==> src/rtl/bitop_pkg.sv <==
package bitop_pkg;

  typedef enum logic [1:0] {
    BOP_CLR = 2'd0,
    BOP_EXT = 2'd1,
    BOP_INV = 2'd2,
    BOP_SET = 2'd3
  } bop_e;

  typedef struct packed {
    logic legal;
    logic use_imm;
    bop_e op;
  } bop_dec_t;

  localparam logic [6:0] OPC_REG = 7'b0110011;
  localparam logic [6:0] OPC_IMM = 7'b0010011;
  localparam logic [2:0] F3_MOD  = 3'b001;
  localparam logic [2:0] F3_EXT  = 3'b101;
  localparam logic [6:0] F7_CLR  = 7'b0100100;
  localparam logic [6:0] F7_INV  = 7'b0110100;
  localparam logic [6:0] F7_SET  = 7'b0010100;
  localparam logic [5:0] T6_CLR  = 6'b010010;
  localparam logic [5:0] T6_INV  = 6'b011010;
  localparam logic [5:0] T6_SET  = 6'b001010;

endpackage

==> src/rtl/bitop_decoder.sv <==
module bitop_decoder
  import bitop_pkg::*;
#(
  parameter int XLEN = 64
) (
  input  logic [6:0] opcode,
  input  logic [2:0] funct3,
  input  logic [6:0] funct7,
  output bop_dec_t   dec
);

  logic [5:0] top6;
  logic       reg_hit;
  logic       imm_hit;
  logic       imm_idx_ok;
  bop_e       reg_op;
  bop_e       imm_op;

  assign top6 = funct7[6:1];

  // The sixth index bit is only meaningful on a 64-bit datapath.
  generate
    if (XLEN == 32) begin : g_idx32
      assign imm_idx_ok = ~funct7[0];
    end else begin : g_idx64
      assign imm_idx_ok = 1'b1;
    end
  endgenerate

  always_comb begin
    reg_hit = 1'b0;
    reg_op  = BOP_CLR;
    if (opcode == OPC_REG) begin
      if (funct3 == F3_MOD) begin
        unique case (funct7)
          F7_CLR:  begin reg_hit = 1'b1; reg_op = BOP_CLR; end
          F7_INV:  begin reg_hit = 1'b1; reg_op = BOP_INV; end
          F7_SET:  begin reg_hit = 1'b1; reg_op = BOP_SET; end
          default: reg_hit = 1'b0;
        endcase
      end else if (funct3 == F3_EXT && funct7 == F7_CLR) begin
        reg_hit = 1'b1;
        reg_op  = BOP_EXT;
      end
    end
  end

  always_comb begin
    imm_hit = 1'b0;
    imm_op  = BOP_CLR;
    if (opcode == OPC_IMM) begin
      if (funct3 == F3_MOD) begin
        unique case (top6)
          T6_CLR:  begin imm_hit = 1'b1; imm_op = BOP_CLR; end
          T6_INV:  begin imm_hit = 1'b1; imm_op = BOP_INV; end
          T6_SET:  begin imm_hit = 1'b1; imm_op = BOP_SET; end
          default: imm_hit = 1'b0;
        endcase
      end else if (funct3 == F3_EXT && top6 == T6_CLR) begin
        imm_hit = 1'b1;
        imm_op  = BOP_EXT;
      end
    end
  end

  always_comb begin
    dec.use_imm = (opcode == OPC_IMM);
    dec.legal   = reg_hit | (imm_hit & imm_idx_ok);
    dec.op      = dec.use_imm ? imm_op : reg_op;
  end

  // a narrow datapath never accepts an immediate index of 32 or more
  always_comb begin
    if (XLEN == 32 && opcode == OPC_IMM && funct7[0]) begin
      assert_imm_idx_R3: assert (!dec.legal)
        else $error("R3 immediate index bit 5 accepted on 32-bit datapath");
    end
  end

endmodule

==> src/rtl/bitop_datapath.sv <==
module bitop_datapath
  import bitop_pkg::*;
#(
  parameter int XLEN  = 64,
  parameter int IDX_W = $clog2(XLEN)
) (
  input  bop_e             op,
  input  logic             use_imm,
  input  logic [IDX_W-1:0] imm_idx,
  input  logic [IDX_W-1:0] reg_idx,
  input  logic [XLEN-1:0]  rs1,
  output logic [XLEN-1:0]  res
);

  logic [IDX_W-1:0] idx;
  logic [XLEN-1:0]  mask;
  logic             hit;

  assign idx  = use_imm ? imm_idx : reg_idx;
  assign mask = {{(XLEN-1){1'b0}}, 1'b1} << idx;
  assign hit  = |(rs1 & mask);

  always_comb begin
    unique case (op)
      BOP_CLR: res = rs1 & ~mask;
      BOP_EXT: res = {{(XLEN-1){1'b0}}, hit};
      BOP_INV: res = rs1 ^ mask;
      default: res = rs1 | mask;
    endcase
  end

  // modifying operations touch at most one bit of rs1
  // extract leaves every bit above bit 0 clear
  always_comb begin
    if (op != BOP_EXT) begin
      assert_single_bit_R5: assert ($onehot0(res ^ rs1))
        else $error("R5 more than one bit changed");
    end else begin
      assert_ext_upper_R8: assert (res[XLEN-1:1] == '0)
        else $error("R8 extract upper bits nonzero");
    end
  end

endmodule

==> src/rtl/bitop_out_reg.sv <==
module bitop_out_reg #(
  parameter int XLEN = 64
) (
  input  logic            clk,
  input  logic            rst_n,
  input  logic            in_valid,
  input  logic            legal,
  input  logic [4:0]      rd_idx,
  input  logic [XLEN-1:0] res,
  output logic            out_valid,
  output logic [XLEN-1:0] out_result,
  output logic [4:0]      out_rd,
  output logic            out_wen,
  output logic            out_illegal
);

  logic            valid_d;
  logic            wen_d;
  logic            ill_d;
  logic            data_en;
  logic [XLEN-1:0] result_d;

  always_comb begin
    valid_d  = in_valid;
    wen_d    = in_valid & legal & (rd_idx != 5'd0);
    ill_d    = in_valid & ~legal;
    data_en  = in_valid;
    result_d = legal ? res : '0;
  end

  always_ff @(posedge clk or negedge rst_n) begin
    if (!rst_n) begin
      out_valid   <= 1'b0;
      out_wen     <= 1'b0;
      out_illegal <= 1'b0;
    end else begin
      out_valid   <= valid_d;
      out_wen     <= wen_d;
      out_illegal <= ill_d;
    end
  end

  always_ff @(posedge clk) begin
    if (data_en) begin
      out_result <= result_d;
      out_rd     <= rd_idx;
    end
  end

  assert_valid_follow_R11: assert property (@(posedge clk) disable iff (!rst_n)
    in_valid |=> out_valid)
    else $error("R11 output valid missing");

  assert_idle_follow_R11: assert property (@(posedge clk) disable iff (!rst_n)
    !in_valid |=> !out_valid)
    else $error("R11 output valid without input");

  assert_rd_carry_R10: assert property (@(posedge clk) disable iff (!rst_n)
    in_valid |=> out_rd == $past(rd_idx))
    else $error("R10 destination index not carried");

  assert_rd_zero_R10: assert property (@(posedge clk) disable iff (!rst_n)
    out_wen |-> out_rd != 5'd0)
    else $error("R10 write to index 0");

  assert_exclusive_R12: assert property (@(posedge clk) disable iff (!rst_n)
    !(out_wen && out_illegal))
    else $error("R12 write enable with illegal");

  assert_gated_R12: assert property (@(posedge clk) disable iff (!rst_n)
    (out_wen || out_illegal) |-> out_valid)
    else $error("R12 strobe without valid");

  assert_illegal_zero_R9: assert property (@(posedge clk) disable iff (!rst_n)
    out_illegal |-> out_result == '0)
    else $error("R9 illegal result nonzero");

endmodule

==> src/rtl/bitop_exec_unit.sv <==
module bitop_exec_unit
  import bitop_pkg::*;
#(
  parameter int XLEN = 64
) (
  input  logic            clk,
  input  logic            rst_n,
  input  logic            in_valid,
  input  logic [31:0]     in_instr,
  input  logic [XLEN-1:0] in_rs1,
  input  logic [XLEN-1:0] in_rs2,
  output logic            out_valid,
  output logic [XLEN-1:0] out_result,
  output logic [4:0]      out_rd,
  output logic            out_wen,
  output logic            out_illegal
);

  localparam int IDX_W = $clog2(XLEN);

  bop_dec_t        dec;
  logic [XLEN-1:0] res;
  logic            unused_bits;

  assign unused_bits = ^{in_instr[19:15], in_rs2[XLEN-1:IDX_W]};

  bitop_decoder #(.XLEN(XLEN)) u_dec (
    .opcode (in_instr[6:0]),
    .funct3 (in_instr[14:12]),
    .funct7 (in_instr[31:25]),
    .dec    (dec)
  );

  bitop_datapath #(.XLEN(XLEN), .IDX_W(IDX_W)) u_dp (
    .op      (dec.op),
    .use_imm (dec.use_imm),
    .imm_idx (in_instr[20 +: IDX_W]),
    .reg_idx (in_rs2[IDX_W-1:0]),
    .rs1     (in_rs1),
    .res     (res)
  );

  bitop_out_reg #(.XLEN(XLEN)) u_oreg (
    .clk         (clk),
    .rst_n       (rst_n),
    .in_valid    (in_valid),
    .legal       (dec.legal),
    .rd_idx      (in_instr[11:7]),
    .res         (res),
    .out_valid   (out_valid),
    .out_result  (out_result),
    .out_rd      (out_rd),
    .out_wen     (out_wen),
    .out_illegal (out_illegal)
  );

endmodule

==> config.mk <==
export PLATFORM = sky130hd
export DESIGN_NAME = bitop_exec_unit
export DESIGN_NICKNAME = d
export VERILOG_FILES = /design/src/rtl/bitop_pkg.sv /design/src/rtl/bitop_decoder.sv /design/src/rtl/bitop_datapath.sv /design/src/rtl/bitop_out_reg.sv /design/src/rtl/bitop_exec_unit.sv
export SDC_FILE = /design/constraint.sdc
export NUM_CORES = 1
export LEC_CHECK = 0
export CELL_PAD_IN_SITES_DETAIL_PLACEMENT = 1
export CELL_PAD_IN_SITES_GLOBAL_PLACEMENT = 2
export CORE_MARGIN = 1
export CORE_UTILIZATION = 32
export CTS_CLUSTER_DIAMETER = 40
export DETAILED_ROUTE_END_ITERATION = 16
export GPL_TIMING_DRIVEN = 0
export PLACE_DENSITY_LB_ADDON = 0.1
export REMOVE_ABC_BUFFERS = 1
export SETUP_SLACK_MARGIN = 0.02
export SLEW_MARGIN = 40
export SYNTH_ARGS = -nofsm -noshare
export SYNTH_HDL_FRONTEND = slang
export SYNTH_SLANG_ARGS = --single-unit
==> constraint.sdc <==
create_clock -name clk -period 0.8 [get_ports clk]
set_input_delay 0.12 -clock clk [delete_from_list [all_inputs] [get_ports clk]]
set_output_delay 0.12 -clock clk [all_outputs]
set_load 0.02 [all_outputs]
==> impl_metrics.toml <==
[synthesis]
avgSynthCellArea_sq_um = 10.01
netlist_area_sq_um = 7667
synth.yosys.seq_area_share = 0.2800
ys_ff_latch = 72
ys_types = 42
synth_cells = 766
synth_top_area_share = 0.3133
async_flop_share = 0.04167
synth_area_leaders = "ha_1 31%, edfxtp_1 27%, nand3_1 4.6%"
ys_warn_count = 0
ys.flop_type = "edfxtp_1"
yosysTopAreaCell = "ha_1"
synth-edff-count = 69

[layout]
fin_util = 0.6303
area_growth_pct = 92.95
n_antenna_cell = 0
drive_above_1_share = 0.5162
fill_cells = 2267
layout.nets = 1462
stdcell_area_sq_um = 14790

[global_route]
grt_pass1_vias = 8959
antenna_found_initial = 0
grt-ovfl-total = 0
grt_max_degree = 46
grt_pass1_wl_um = 55760
track_usage = 0.3123

[timing]
finalCritPeriodShare = 4.153
slew_headroom = 0.6016
setup_viol = 138
rsz0062_at_grt = "true"
tns_ps = -139260
tightest_slew_ps = 596.0
worst_hold_slack_ps = 149.6
setup_ws_ps = -2523
finalHoldViolations = 0
min_period_ps = 3323
fmax_mhz = 301.0
maxSlewViolCount = 0

[pwr]
p_seq_frac = 0.309
leakage_nw = 5.796
switching_share = 0.3226
p_int_mw = 9.628
p_total_mw = 14.21
switching_power_mw = 4.585
ir_drop_mv = 0.7510
powerDensity_nw_per_um2 = 960.7
p_clk_frac = 0.353
combPwrFrac = 0.338

[critical_path]
worst_setup_path_start_kind = "input pin"
end_kind = "register"
critPathArrivalTime_ps = 3410
worstPathMaxFanout = 6
crit_type = "input pin to register"
worstPathRequired_ps = 890

[clock_tree]
clockBufferDepth = 2
root_buffer = "clkbuf_16"
cts_tree = "done"
clk_pin_slew_ps = 70
cts_sinks = 72
cts.htree.levels = 3
cts_made_buffers = 9

[die]
coreArea_sq_um = 23470
rows = 56
io_pins = 235
start_util = 0.3267
dieHeight_um = 156.8
die_area_sq_um = 24580
die_w_um = 156.8

[routing]
finalWirelength_um = 40700
drt-wirelength-per-cell_um = 28.44
drtPass1Iterations = 5
drc_errors = 0
drt_iter0_drc = 528
vias = 8278
drtAntennaViolNets = 0
vias_per_cell = 5.785

[place]
io_buffer_count = 171
dpl_cell_area_sq_um = 10010
gp_congestion = 0.7597
hpwl_um = 19970

[status]
failed_checks = "negative setup slack"
status = "finished with violations"

[min_path]
worst_hold_path_type = "input pin to register"

[flow_run]
drv_cap = 0
-- state kept, by name, summed over array words and instances, names as in the netlist --
name	cells
u_oreg.out_valid	1
u_oreg.out_result	64
u_oreg.out_illegal	1
u_oreg.out_rd	5
u_oreg.out_wen	1
-- cells in the mapped netlist (all sizes together), types with 3 or more instances --
cell	instances
buf	33
nor2	33
o31a	3
edfxtp	69
nor2b	3
o2bb2ai	34
inv	67
nand3	70
nor3	64
clkbuf	22
dfrtp	3
nor4	19
o21ai	11
nand3b	5
a31o	34
nand2	8
a221o	29
o31ai	3
nand4	4
and2	31
o21a	9
nand2b	6
ha	192
-- cell families (layout without fill, tap and decap cells) --
family,after synthesis,in the layout,synth area share
buf+inv,122,454,0.06870
flops,72,72,0.2800
fa+ha+maj,192,192,0.3133
compound gates,129,139,0.1640
simple gates,251,255,0.1740
-- power by group through the flow --
stage / logic, mW / clock network (mW) / registers [mW]
floorplan: 0.744 / 0 / 4.71
global placement: 2.44 / 0 / 4.46
detailed placement: 2.70 / 0 / 4.45
CTS: 4.14 / 5.07 / 4.37
global route: 4.96 / 5.19 / 4.41
finish: 4.81 / 5.01 / 4.40
-- critical path, stage by stage --
cell      delay [ps]
buf_6             90
nand4b_1         230
or4_4            620
buf_12           180
nand2_8           70
o31a_2           310
buf_4            190
nor3_1            70
ha_1             210
nor4_2           290
nand4_1          280
nor4_4           470
a22o_1           210
a221oi_2          70
-- stage by stage --
stage / worst slack (ps) / instances
floorplan: -4613 / 711
global placement: -10220 / 1201
detailed placement: -4160 / 1237
CTS: -2176 / 1395
global route: -2541 / 1431
finish: -2523 / 1431
-- path summary, 6_finish.rpt --
check                       startpoint                             endpoint  slack (ps)  cells past startpoint
min in group asynchronous        rst_n           u_oreg.out_valid$_DFF_PN0_         500                      2
worst min-delay path          in_valid  u_oreg.out_result[35]$_SDFFCE_PN0P_         150                      1
worst max-delay path       in_instr[6]   u_oreg.out_result[0]$_SDFFCE_PN0P_       -2520                     14
max in group asynchronous        rst_n             u_oreg.out_wen$_DFF_PN0_         160                      2
-- layout make-up --
cell class                 count  area, sq um  area share
clock buffer                   9        225.2     0.01522
clock inverter                 7        120.1    0.008119
inverter                      67        251.5     0.01700
multi-input combinational    586         7605      0.5140
sequential                    72         2147      0.1451
tap                          319        399.1     0.02698
timing repair buffer         371         4046      0.2735
-- cell usage in the layout, fill, tap and decap left out, types with 3 or more instances in the layout --
master / count
clkbuf_16: 9
clkdlybuf4s50_1: 86
nand3_2: 8
nor3_1: 61
buf_2: 35
nor2b_1: 3
nor4_2: 8
nand2b_1: 6
ha_1: 102
nor4_4: 11
dlymetal6s2s_1: 5
bufinv_16: 3
ha_2: 16
o2bb2ai_2: 31
and2_4: 18
a31o_1: 34
a221o_1: 29
buf_6: 93
dfrtp_1: 3
inv_1: 67
buf_8: 7
buf_16: 5
nand3b_1: 5
edfxtp_1: 69
buf_12: 46
o21ai_4: 9
buf_4: 89
nand3_4: 61
or4_4: 4
nor2_1: 33
o21a_4: 15
ha_4: 74
nand2_1: 6
and2_1: 12
o31ai_4: 3
o31a_4: 5
nand4_1: 4
-- repair_timing --
| item | 4_1_cts | 5_1_grt |
|---|---|---|
| gates resized for setup | 697 | 151 |
| cloned | 19 | 1 |
| hold buffers | 1 | 0 |
| setup endpoints to repair | 138 | 138 |
| endpoints found under the hold margin | 3 | 0 |
| setup buffers | 153 | 43 |
| pin swaps | 123 | 50 |
-- metal layers --
layer / part of all wire / vias to the layer above / routed length [um] / global-route usage
met5: 0 / - / 0 / 0
met4: 0.056 / 0 / 2274 / 0.1909
met3: 0.050 / 146 / 2027 / 0.06259
met2: 0.51 / 382 / 20550 / 0.5340
met1: 0.39 / 4208 / 15840 / 0.3576
li1: - / 3542 / - / -
(Power assumes the default switching activity.)
